[src/rtl/i2c_rmt_pkg.sv]
package i2c_rmt_pkg;

  typedef enum logic [2:0] {
    ST_IDLE, ST_RX, ST_ACK, ST_TX, ST_RACK, ST_IGNORE
  } fsm_st_e;

  typedef enum logic [1:0] {
    BK_DEV, BK_MEM, BK_DAT
  } byte_kind_e;

  // true when a register address lies inside the writable window
  function automatic logic in_window(input logic [7:0] a,
                                     input logic [7:0] lo,
                                     input logic [7:0] hi);
    return (a >= lo) && (a <= hi);
  endfunction

endpackage

[src/rtl/i2c_rmt_sampler.sv]
module i2c_rmt_sampler #(
  parameter int STAGES = 2
) (
  input  logic clk,
  input  logic rst_n,
  input  logic scl_i,
  input  logic sda_i,
  output logic scl_s,
  output logic sda_s,
  output logic scl_rise,
  output logic scl_fall,
  output logic start_det,
  output logic stop_det
);
  logic [STAGES-1:0] scl_q, sda_q;
  logic scl_p, sda_p;

  always_ff @(posedge clk or negedge rst_n) begin
    if (!rst_n) begin
      scl_q <= '1;
      sda_q <= '1;
      scl_p <= 1'b1;
      sda_p <= 1'b1;
    end else begin
      scl_q <= {scl_q[STAGES-2:0], scl_i};
      sda_q <= {sda_q[STAGES-2:0], sda_i};
      scl_p <= scl_s;
      sda_p <= sda_s;
    end
  end

  assign scl_s     = scl_q[STAGES-1];
  assign sda_s     = sda_q[STAGES-1];
  assign scl_rise  = scl_s & ~scl_p;
  assign scl_fall  = ~scl_s & scl_p;
  assign start_det = scl_s & scl_p & sda_p & ~sda_s;
  assign stop_det  = scl_s & scl_p & ~sda_p & sda_s;

endmodule

[src/rtl/i2c_rmt_engine.sv]
module i2c_rmt_engine
  import i2c_rmt_pkg::*;
#(
  parameter logic [6:0] TGT_ADDR = 7'h1B,
  parameter int         PTR_W    = 7,
  parameter logic [7:0] WIN_LO   = 8'h20,
  parameter logic [7:0] WIN_HI   = 8'h39
) (
  input  logic             clk,
  input  logic             rst_n,
  input  logic             scl_s,
  input  logic             sda_s,
  input  logic             scl_rise,
  input  logic             scl_fall,
  input  logic             start_det,
  input  logic             stop_det,
  output logic             sda_oe,
  output logic [PTR_W-1:0] rf_addr,
  output logic             rf_wr_en,
  output logic [7:0]       rf_wr_data,
  input  logic [7:0]       rf_rd_data
);
  fsm_st_e    st;
  byte_kind_e kind;
  logic [2:0] bit_cnt;
  logic [7:0] sh, tx;
  logic       got, go_read, host_ack, oe;
  logic [PTR_W-1:0] ptr, base;
  logic       addr_ok, rd_mode;

  // named internal events
  logic rx_done, dev_hit, mem_valid, wr_fire, tx_done, rd_end;
  assign rx_done   = (st == ST_RX) && got && scl_fall;
  assign dev_hit   = (sh[7:1] == TGT_ADDR);
  assign mem_valid = ((sh >> PTR_W) == 8'd0);
  assign wr_fire   = rx_done && (kind == BK_DAT) && addr_ok &&
                     in_window(8'(ptr), WIN_LO, WIN_HI);
  assign tx_done   = (st == ST_TX) && scl_fall && (bit_cnt == 3'd7);
  assign rd_end    = ((st == ST_RACK) && scl_fall && !host_ack) ||
                     ((start_det || stop_det) && rd_mode);

  // bus-level sequencing
  always_ff @(posedge clk or negedge rst_n) begin
    if (!rst_n) begin
      st <= ST_IDLE; kind <= BK_DEV; bit_cnt <= '0; sh <= '0; tx <= '0;
      got <= 1'b0; go_read <= 1'b0; host_ack <= 1'b0; oe <= 1'b0;
    end else if (start_det) begin
      st <= ST_RX; kind <= BK_DEV; bit_cnt <= '0; got <= 1'b0; oe <= 1'b0;
    end else if (stop_det) begin
      st <= ST_IDLE; got <= 1'b0; oe <= 1'b0;
    end else begin
      case (st)
        ST_RX: begin
          if (scl_rise && !got) begin
            sh      <= {sh[6:0], sda_s};
            bit_cnt <= bit_cnt + 3'd1;
            if (bit_cnt == 3'd7) got <= 1'b1;
          end else if (rx_done) begin
            got     <= 1'b0;
            st      <= ST_ACK;
            go_read <= 1'b0;
            case (kind)
              BK_DEV: begin
                if (!dev_hit) st <= ST_IGNORE;
                else begin
                  oe      <= 1'b1;
                  kind    <= BK_MEM;
                  go_read <= sh[0];
                end
              end
              BK_MEM: begin
                oe   <= mem_valid;
                kind <= BK_DAT;
              end
              default: oe <= addr_ok;
            endcase
          end
        end
        ST_ACK: begin
          if (scl_fall) begin
            bit_cnt <= '0;
            if (go_read) begin
              st <= ST_TX;
              tx <= rf_rd_data;
              oe <= ~rf_rd_data[7];
            end else begin
              st <= ST_RX;
              oe <= 1'b0;
            end
          end
        end
        ST_TX: begin
          if (scl_fall) begin
            bit_cnt <= bit_cnt + 3'd1;
            if (bit_cnt == 3'd7) begin
              oe <= 1'b0;
              st <= ST_RACK;
            end else begin
              tx <= {tx[6:0], 1'b1};
              oe <= ~tx[6];
            end
          end
        end
        ST_RACK: begin
          if (scl_rise) host_ack <= ~sda_s;
          else if (scl_fall) begin
            if (host_ack) begin
              st      <= ST_TX;
              tx      <= rf_rd_data;
              oe      <= ~rf_rd_data[7];
              bit_cnt <= '0;
            end else begin
              st <= ST_IGNORE;
            end
          end
        end
        default: ;
      endcase
    end
  end

  // register pointer, restore point and transaction mode
  always_ff @(posedge clk or negedge rst_n) begin
    if (!rst_n) begin
      ptr <= '0; base <= '0; addr_ok <= 1'b0; rd_mode <= 1'b0;
    end else if (rd_end) begin
      ptr     <= base;
      rd_mode <= 1'b0;
    end else if (rx_done && kind == BK_DEV && dev_hit) begin
      rd_mode <= sh[0];
    end else if (rx_done && kind == BK_MEM) begin
      addr_ok <= mem_valid;
      if (mem_valid) begin
        ptr  <= sh[PTR_W-1:0];
        base <= sh[PTR_W-1:0];
      end
    end else if ((rx_done && kind == BK_DAT && addr_ok) || tx_done) begin
      ptr <= ptr + 1'b1;
    end
  end

  assign sda_oe     = oe;
  assign rf_addr    = ptr;
  assign rf_wr_en   = wr_fire;
  assign rf_wr_data = sh;

  // assertions next to the logic they guard
  p_oe_scl_low_r10: assert property (@(posedge clk) disable iff (!rst_n)
    (oe != $past(oe)) |-> !$past(scl_s));

  p_wr_window_r5: assert property (@(posedge clk) disable iff (!rst_n)
    rf_wr_en |-> (8'(rf_addr) >= WIN_LO && 8'(rf_addr) <= WIN_HI));

  p_ptr_step_r4: assert property (@(posedge clk) disable iff (!rst_n)
    rf_wr_en |=> (rf_addr == $past(rf_addr) + 1'b1));

  p_ignore_quiet_r2: assert property (@(posedge clk) disable iff (!rst_n)
    (st == ST_IGNORE) |-> !sda_oe);

  p_restore_r8: assert property (@(posedge clk) disable iff (!rst_n)
    rd_end |=> (rf_addr == $past(base)));

  p_start_abort_r11: assert property (@(posedge clk) disable iff (!rst_n)
    start_det |=> (st == ST_RX && kind == BK_DEV && !sda_oe));

  p_bad_addr_nack_r6: assert property (@(posedge clk) disable iff (!rst_n)
    (rx_done && kind == BK_DAT && !addr_ok) |=> !sda_oe);

endmodule

[src/rtl/i2c_regmap_target.sv]
module i2c_regmap_target #(
  parameter logic [6:0] TGT_ADDR    = 7'h1B,
  parameter int         PTR_W       = 7,
  parameter logic [7:0] WIN_LO      = 8'h20,
  parameter logic [7:0] WIN_HI      = 8'h39,
  parameter int         SYNC_STAGES = 2
) (
  input  logic             clk,
  input  logic             rst_n,
  input  logic             scl_i,
  input  logic             sda_i,
  output logic             sda_oe,
  output logic [PTR_W-1:0] rf_addr,
  output logic             rf_wr_en,
  output logic [7:0]       rf_wr_data,
  input  logic [7:0]       rf_rd_data
);
  logic scl_s, sda_s, scl_rise, scl_fall, start_det, stop_det;

  i2c_rmt_sampler #(.STAGES(SYNC_STAGES)) u_sampler (
    .clk(clk), .rst_n(rst_n), .scl_i(scl_i), .sda_i(sda_i),
    .scl_s(scl_s), .sda_s(sda_s), .scl_rise(scl_rise), .scl_fall(scl_fall),
    .start_det(start_det), .stop_det(stop_det)
  );

  i2c_rmt_engine #(
    .TGT_ADDR(TGT_ADDR), .PTR_W(PTR_W), .WIN_LO(WIN_LO), .WIN_HI(WIN_HI)
  ) u_engine (
    .clk(clk), .rst_n(rst_n), .scl_s(scl_s), .sda_s(sda_s),
    .scl_rise(scl_rise), .scl_fall(scl_fall),
    .start_det(start_det), .stop_det(stop_det),
    .sda_oe(sda_oe), .rf_addr(rf_addr), .rf_wr_en(rf_wr_en),
    .rf_wr_data(rf_wr_data), .rf_rd_data(rf_rd_data)
  );

endmodule

[config.mk]
export PLATFORM = sky130hd
export DESIGN_NAME = i2c_regmap_target
export DESIGN_NICKNAME = d
export VERILOG_FILES = /design/src/rtl/i2c_rmt_pkg.sv /design/src/rtl/i2c_rmt_sampler.sv /design/src/rtl/i2c_rmt_engine.sv /design/src/rtl/i2c_regmap_target.sv
export SDC_FILE = /design/constraint.sdc
export NUM_CORES = 1
export LEC_CHECK = 0
export BUFFER_PORTS_ARGS = -buffer_cell sky130_fd_sc_hd__buf_2
export CORE_MARGIN = 8
export CORE_UTILIZATION = 25
export DETAILED_ROUTE_END_ITERATION = 7
export PLACE_DENSITY = 0.48
export SLEW_MARGIN = 20
export SYNTH_ARGS = -nofsm -noshare
export SYNTH_HDL_FRONTEND = slang
export SYNTH_SLANG_ARGS = --single-unit
[constraint.sdc]
create_clock -name clk -period 3.9 [get_ports clk]
set_input_delay 0 -clock clk [delete_from_list [all_inputs] [get_ports clk]]
set_output_delay 0 -clock clk [all_outputs]
set_load 0.005 [all_outputs]
Word-level counts from Yosys, hierarchy flattened
Cells that the tools add are included.
Word-level totals
  input bits: 12
  register bits after elaboration: 49
  word-level logic and storage cells: 186
  output and inout bits: 17
Operators by class
  reduce and logical (&&, ||, !) cells: 44
  add/subtract/negate cells: 2
  bitwise logic cells: 18
  order comparisons: 2
  eq/ne operators: 36
  mux-type cells: 67
Operators by type and width (count)
  two-way mux 7 bit: 12
  two-way mux 3 bit: 20
  inequality test 4 x 1 -> 1 bit (second input constant): 6
  case mux 3 bit (4 select lines): 2
  two-way mux 1 bit: 22
  case mux 7 bit (3 select lines): 1
  inequality test 3 x 1 -> 1 bit (second input constant): 6
  inequality test 2 x 1 -> 1 bit (second input constant): 8
  AND reduction 8 bit: 2
  logical AND 1 bit: 15
  two-way mux 2 bit: 7
  AND reduction 4 bit: 3
  nonzero test 3 bit: 4
  NOT 1 bit: 11
  AND reduction 10 bit: 1
  AND reduction 3 bit: 3
  AND reduction 9 bit: 1
  zero test 8 bit: 1
  inequality test 4 x 2 -> 1 bit (second input constant): 2
  adder 7 x 1 -> 7 bit (second input constant): 1
  bitwise AND 1 bit: 7
  == test 7 x 5 -> 1 bit (second input constant): 1
  >= comparator 7 x 6 -> 1 bit (second input constant): 1
  less-or-equal comparator 7 x 6 -> 1 bit (second input constant): 1
  other kinds (23): 31

Logic depth before layout (Yosys ltp)
Gate-level depths: netlist of run 1.
  word-level depth: 10
  mapped depth: 8
  depth with buffers taken out: 7

Hierarchy
From an unflattened synthesis of run 1, not the netlist that was laid out.
Unflattened totals
  cell total of the unflattened synthesis: 269
  area total of the unflattened synthesis: 2701.3 µm²
By module, submodules not included
  i2c_rmt_engine: instances 1, area each 2511.2 µm², seq. area each 1076.0 µm², cells each 259
  i2c_rmt_sampler: instances 1, area each 190.2 µm², seq. area each 157.7 µm², cells each 10

Least setup slack after synthesis of run 1
No wires, ideal clock.
  path type: reg-to-reg
  from: register u_engine.st[1]
  to: register u_engine.base[0]
  cell stages (with the launch flop): 6
  path buffers: 1
  slack: 2.000 ns
  arrival: 1.775 ns
  clock period less this slack: 1.900 ns
  setup time: 0.125 ns
  data required time: 3.775 ns
  cells stage by stage: dfrtp_1 or3b_4 or3_1 buf_6 nor2_8 mux2_2
Between the ends
  cells in the longest elaborated chain, start to end: 7
  elaborated cells between the ends (all ways): 13
  classes of those cells: eq/ne (2); bitwise (2); reduce/logical (9)
RTL lines
  from (decl): line i2c_rmt_engine.sv:23  | fsm_st_e st;
  from (signal assigned): line i2c_rmt_engine.sv:45  | st <= ST_IDLE; kind <= BK_DEV; bit_cnt <= '0; sh <= '0; tx <= '0;
  from (signal assigned): line i2c_rmt_engine.sv:48  | st <= ST_RX; kind <= BK_DEV; bit_cnt <= '0; got <= 1'b0; oe <= 1'b0;
  from (signal assigned): line i2c_rmt_engine.sv:50  | st <= ST_IDLE; got <= 1'b0; oe <= 1'b0;
  == test 3 x 1 -> 1 bit: line i2c_rmt_engine.sv:33  | assign rx_done = (st == ST_RX) && got && scl_fall;
  logical AND 1 bit (2 in a row): line i2c_rmt_engine.sv:33
  logical AND 1 bit (2 in a row): line i2c_rmt_engine.sv:129  | end else if (rx_done && kind == BK_DEV && dev_hit) begin
  NOT 1 bit (no line)
  AND reduction 4 bit (no line) *
  to (signal assigned): line i2c_rmt_engine.sv:135  | base <= sh[PTR_W-1:0];
  to (decl): line i2c_rmt_engine.sv:28  | logic [PTR_W-1:0] ptr, base;
Mark *: on every way between the ends. The rest lies on a longest branch, timed or not.
A chain may end at the register's enable or synchronous reset.

Worst setup path in the final report of run 1
  from: register u_engine.st[0]
  to: register u_engine.base[1]
Same word-level chain as after synthesis.

==> run summary, run 1 <==
outcome - finished clean
Final GP Congestion - 0.881
P_int - 929 µW
clock skew - 0.00798 ns
routed wl met3 - 303 µm
Critical Path End Type - register
Async SR Flop Fraction - 1.00
Core Util, Final - 0.291
worst skew pair latency - 0.31 ns
initial antenna violation count - 0
postcts setup bufs - 0
Mean Syn Cell Area - 9.78 µm²
largest net degree at the start of global routing - 50
register clock-pin slew on the reported worst setup and hold paths - 0.09 ns
clock network power share - 0.246
maximum VDD drop - 0.000205 V
Synth top area share - 0.400
endpoints failing setup - 0
Detailed Route WL - 6.61 mm
global-route usage over all layers - 0.0976
max_slew headroom - 0.437
unrepaired setup endpoints after global routing - false
vias per cell - 4.90
DRT Pass-1 Iters - 4
critical path class - reg2reg
number of diodes - 0
CTS tree - built
vias in the first global route - 2189
Root Buffer - clkbuf_8
max cap viols - 0
GRT overflow - 0
Max Used Layer - met4
P_leak - 1.40 nW
largest area contributor in the netlist - dfrtp_1
cts hold-fix bufs - 5
Pins Over Slew Limit - 0
Tightest Hold Check Type - in2reg
share of power burned in registers - 0.529
post-CTS sizing - 0
met1 WL - 3.20 mm
I/O Pins - 29
Seq/Total Area, Yosys - 0.459
Synth area leaders - dfrtp_1 (40%), mux2_2 (6.3%), dfstp_2 (5.9%)
Final Net Count - 318
Post-synth EDFFs - 0
Slew @ Worst Pin - 0.841 ns
Pwr per Cell Area - 454 mW/mm²
die area - 0.0143 mm²
worst-path maximum fanout - 17
period utilization - 0.628
Tmin final - 2.45 ns
Design Area, Final - 0.00309 mm²
CTS Buf Count - 5
Fmax - 0.408 GHz
Yosys reg bits - 49
hpwl dp - 4.81 mm
remaining antenna violation count - 0
WL/cell - 14.9 µm
placed cell area - 0.00294 mm²
Comb power frac - 0.225
starting density of the core - 0.253
core area - 0.0107 mm²
H-Tree Depth - 2
Net Switching - 475 µW
Remaining DRCs - 0
Sw Share - 0.338
CTS sink cnt - 49
first-pass GRT wire length - 11.4 mm
row cnt - 38
synth warn - 0
routed vias - 2170
share of layout cells above drive strength 1 - 0.224
Final Hold Viols - 0
count of cell types in the netlist - 55
Die Span Y - 120 µm
Syn Inst Count - 275
met2 WL - 3.02 mm
Synth Cell Area - 0.00269 mm²
WP data required - 4.09 ns
setup TNS - 0 ns
crit path DAT - 2.64 ns
Synth Flop Type - dfrtp_1
Synth Net Count - 291
Max clock buf depth - 2
Initial DRC Count - 128
Chip Width - 120 µm
area added between synthesis and finish - 15.0%
port buffer count - 28
Worst Setup Start Kind - register
[area by class of cell]
class	instances	area, µm²
clock buffers	7	96.3
well taps	140	175
flip-flops and latches	49	1230
inverters	8	30.0
multi-input cells	204	1350
fillers	1142	7560
repair buffers	34	198
clock inverters	1	8.76
[flip-flops by register name, indices dropped and copies added (netlist names), 2 cells and up]
register / count
u_sampler.sda_q: 2
u_engine.rf_addr: 7
u_engine.tx: 7
u_engine.base: 7
u_engine.bit_cnt: 3
u_sampler.scl_q: 2
u_engine.st: 3
u_engine.rf_wr_data: 8
u_engine.kind: 2
[Yosys cell counts (2+ instances only)]
master    count
a211oi_1      2
o211ai_1      3
and3_1        2
a21oi_1       8
nand4b_1      2
a31oi_1       2
a221oi_1      2
ha_1          4
buf_2         2
inv_1         8
mux2i_1       9
a211o_1       6
nor2b_1       4
o32ai_1       2
nor3_1        5
a22o_1        3
o21ai_0      14
clkbuf_1      8
mux2_2       15
or2_2         2
xor2_1        2
nand2_1      30
nand2b_1      6
o221ai_1      2
buf_6         2
o21ai_1       2
nand3_1      18
dfrtp_1      43
or3_1         2
nor4_1        2
nor2_1       26
xnor2_1       4
dfstp_2       6
o22ai_1       3
nand3b_1      4
[kinds of logic after synthesis]
| family | share of synthesized area |
|---|---|
| simple gates | 0.219 |
| mux | 0.0963 |
| buf+inv | 0.0386 |
| flops | 0.459 |
| fa+ha+maj | 0.0186 |
| xor+xnor | 0.0195 |
| compound gates | 0.150 |
[stage by stage]
| step | hold slack (ns) | power (mW) | cells | setup slack (ns) |
|---|---|---|---|---|
| 4_1_cts | 0.00467 | 1.43 | 443 | 1.47 |
| 3_3_place_gp | 0.111 | 1.07 | 430 | 1.54 |
| 5_1_grt | 0.0191 | 1.50 | 443 | 1.33 |
| 6_report | 0.00343 | 1.40 | 443 | 1.45 |
| 2_1_floorplan | -0.296 | 0.924 | 275 | 2.00 |
| 3_5_place_dp | 0.112 | 1.07 | 430 | 1.49 |
[layout by cell type (no fill, tap or decap), types with 6 or more instances in the layout]
cell / instances
mux2_2: 15
nand2_1: 30
nor2_1: 26
a211o_1: 6
a21oi_1: 8
nand3_1: 18
dfstp_2: 6
o21ai_0: 14
clkbuf_8: 7
dfrtp_1: 43
inv_1: 8
mux2i_1: 9
nand2b_1: 6
buf_2: 28
[per-layer routing]
metal | global-route usage | vias up
met5 | 0 | -
met4 | 0.0328 | 0
met3 | 0.0244 | 11
met2 | 0.154 | 74
met1 | 0.128 | 1042
li1 | - | 1043
[final timing paths]
kind / startpoint / endpoint / slack [ns] / cells past startpoint
setup reg to reg: u_engine.st[0] / u_engine.base[1] / 1.45 / 4
min in group asynchronous: rst_n / u_engine.tx[2] / 0.31 / 3
setup / recovery: u_engine.st[0] / u_engine.base[1] / 1.45 / 4
max in group asynchronous: rst_n / u_engine.rf_wr_data[2] / 3.15 / 3
hold reg to reg: u_sampler.scl_q[0] / u_sampler.scl_q[1] / 0.36 / 0
hold / removal: rf_rd_data[4] / u_engine.tx[4] / 0.003 / 3
[critical path: stages, from the launching register on]
cell and delay, ns:
dfrtp_1 0.60, or3b_4 0.47, or3_1 0.65, nor2_8 0.26, mux2_2 0.35
[power by group through the flow]
stage / sequential, mW / combinational (mW) / clock [mW]
4_1_cts: 0.746 / 0.321 / 0.363
3_3_place_gp: 0.754 / 0.312 / 0
6_report: 0.743 / 0.316 / 0.346
2_1_floorplan: 0.700 / 0.224 / 0
5_1_grt: 0.766 / 0.359 / 0.375
3_5_place_dp: 0.756 / 0.315 / 0
No activity file was read; power rests on OpenSTA's default activity.
==> run 2, diff against run 1 <==
- ABC_AREA: unset -> 1
- PLACE_DENSITY: 0.48 -> 0.47
- clock period: 3.9 -> 2.32 ns (I/O delays scaled with it)
==> run 2 against run 1 <==
Effect of this change: die area up 3.6%; setup slack worse by 1.2 ns; design area is 6.9% higher; critical path type is now reg2out; critical path depth increased by 4; largest cell class unchanged; combinational power grew to 3.6 times the previous value; via count grew 15%; clock-buffer cell count down 2; clock power rose by 110%.
==> run summary, run 2 <==
Mean Syn Cell Area - 7.45 µm²
Initial DRC Count - 158
GRT overflow - 0
core area - 0.0109 mm²
Final Hold Viols - 0
Yosys reg bits - 49
first-pass GRT wire length - 12.3 mm
Net Switching - 1.22 mW
register clock-pin slew on the reported worst setup and hold paths - 0.10 ns
WL/cell - 12.8 µm
postcts setup bufs - 0
max_slew headroom - 0.565
Design Area, Final - 0.00331 mm²
top-count cell post-synth - nand2_1
Pins Over Slew Limit - 0
count of cell types in the netlist - 32
Critical Path End Type - output port
Synth Cell Area - 0.00280 mm²
P_leak - 1.73 nW
CP most frequent cell - nor2_4
Worst Setup Start Kind - register
hpwl dp - 5.22 mm
period utilization - 0.889
CTS Buf Count - 5
beginning of the worst hold path - rf_rd_data[5]
worst reg2reg setup slack - 0.30 ns
commonest non-fill, non-tap cell in the layout - nand2_1
Post-Place Cells - 541
Synth top area share - 0.384
I/O Pins - 29
Tightest Hold Check Type - in2reg
number of flip-flops in the largest register - 8
endpoints failing setup - 0
vias in the first global route - 2430
Die Span Y - 122 µm
dpl ws - 0.325 ns
Chip Width - 122 µm
Syn Inst Count - 376
outcome - finished clean
port buffer count - 28
Pwr per Cell Area - 942 mW/mm²
remaining antenna violation count - 0
CP max stage delay - 0.61 ns
DRT Pass-1 Iters - 4
H-Tree Depth - 2
starting density of the core - 0.257
cts hold-fix bufs - 7
maximum VDD drop - 0.000254 V
Synth Net Count - 392
share of layout cells above drive strength 1 - 0.163
Remaining DRCs - 0
Critical R2R Launch - u_sampler.scl_p
placed cell area - 0.00310 mm²
max cap viols - 0
FF-to-FF path depth - 11
die area - 0.0149 mm²
Synth top cells by count - nand2_1 (126), nand3_1 (47), dfrtp_1 (43), inv_1 (33), nor2_1 (31)
Synth Flop Type - dfrtp_1
worst-path maximum fanout - 11
WP data required - 2.32 ns
largest net degree at the start of global routing - 24
initial antenna violation count - 0
Hold Path Depth - 3
vias per cell - 4.51
Fillers - 1168
RR Endpoint - u_engine.rf_addr[1]
Final GP Congestion - 0.821
post-CTS sizing - 0
final hold slack - 0.0143 ns
CTS sink cnt - 49
crit path DAT - 2.06 ns
P_int - 1.89 mW
Detailed Route WL - 7.13 mm
critical path class - reg2out
Post-synth EDFFs - 0
row cnt - 38
share of power burned in registers - 0.401
most frequent cells in the layout - nand2_1 (126), nand3_1 (47), dfrtp_1 (43)
number of diodes - 0
Slew @ Worst Pin - 0.652 ns
Seq/Total Area, Yosys - 0.440
Async SR Flop Fraction - 1.00
area added between synthesis and finish - 18.0%
final setup margin - 0.259 ns
slowest CP cell - dfstp_2
synth warn - 0
largest area contributor in the netlist - dfrtp_1
Root Buffer - clkbuf_8
unrepaired setup endpoints after global routing - false
Tmin final - 2.06 ns
Layout Cells excl Fill - 556
Sw Share - 0.392
global-route usage over all layers - 0.103
Final Net Count - 431
CTS tree - built
setup TNS - 0 ns
routed vias - 2505
Hold EP - u_engine.tx[5]
Comb power frac - 0.363
worst skew pair latency - 0.31 ns
clock skew - 0.00620 ns
Fmax - 0.485 GHz
CP Cell Sequence - inv_2 > nor2_4 > nand2_2 > nor2_4 > buf_4 > nand2_1 > a211oi_1 > buf_2
Synth area leaders - dfrtp_1 (38%), nand2_1 (17%), nand3_1 (8.4%)
clock network power share - 0.235
Max clock buf depth - 2
-- run 2: area by class of cell --
type	count	area, µm²	area share
clock buffers	5	68.8	0.0208
clock inverters	3	65.1	0.0197
inverters	36	135	0.0409
multi-input cells	282	1370	0.415
flip-flops and latches	49	1230	0.373
well taps	140	175	0.0530
repair buffers	41	255	0.0772
-- run 2: worst max path at each step --
stage               startpoint                  end  cells after the start
2_1_floorplan  u_sampler.scl_p     u_engine.base[5]                     11
3_3_place_gp   u_sampler.scl_p  u_engine.rf_addr[3]                     11
3_5_place_dp   u_sampler.scl_p  u_engine.rf_addr[3]                     11
4_1_cts        u_sampler.scl_p             rf_wr_en                      8
5_1_grt        u_sampler.scl_p  u_engine.rf_addr[5]                     11
6_report       u_sampler.scl_p             rf_wr_en                      8
-- run 2: metrics by stage --
| stage | utilization | power [mW] |
|---|---|---|
| floorplan | - | 2.04 |
| global placement | 0.285 | 2.37 |
| detailed placement | 0.285 | 2.39 |
| CTS | 0.304 | 3.16 |
| global route | 0.304 | 3.41 |
| finish | 0.304 | 3.12 |
-- run 2: power by group through the flow --
stage / combinational, mW / clock, mW / sequential (mW)
5_1_grt: 1.33 / 0.792 / 1.28
6_report: 1.13 / 0.734 / 1.25
3_3_place_gp: 1.11 / 0 / 1.26
3_5_place_dp: 1.13 / 0 / 1.27
4_1_cts: 1.14 / 0.760 / 1.25
2_1_floorplan: 0.817 / 0 / 1.22
-- run 2: cells by family after synthesis --
group / count (synthesis) / synth area share
AND/OR/NAND/NOR: 223 / 0.342
adder cells (fa/ha/maj): 4 / 0.0179
flip-flops: 49 / 0.440
XOR/XNOR: 3 / 0.00938
buffers and inverters: 45 / 0.0696
AO/OA/AOI/OAI: 46 / 0.100
multiplexers: 6 / 0.0214
-- run 2: metal layers --
layer | share of wire | wire (µm) | vias up | GRT usage
li1 | - | - | 1296 | -
met1 | 0.51 | 3620 | 1152 | 0.147
met2 | 0.44 | 3150 | 48 | 0.150
met3 | 0.030 | 216 | 9 | 0.0176
met4 | 0.020 | 145 | 0 | 0.0424
met5 | 0 | 0 | - | 0
-- run 2: critical path: cells and delay by family (launching register included) --
family / cells / cell delay, ns
buffers and inverters: 3 / 0.43
AOI/OAI and AO/OA: 1 / 0.24
DFF: 1 / 0.61
and+or+nand+nor: 4 / 0.47
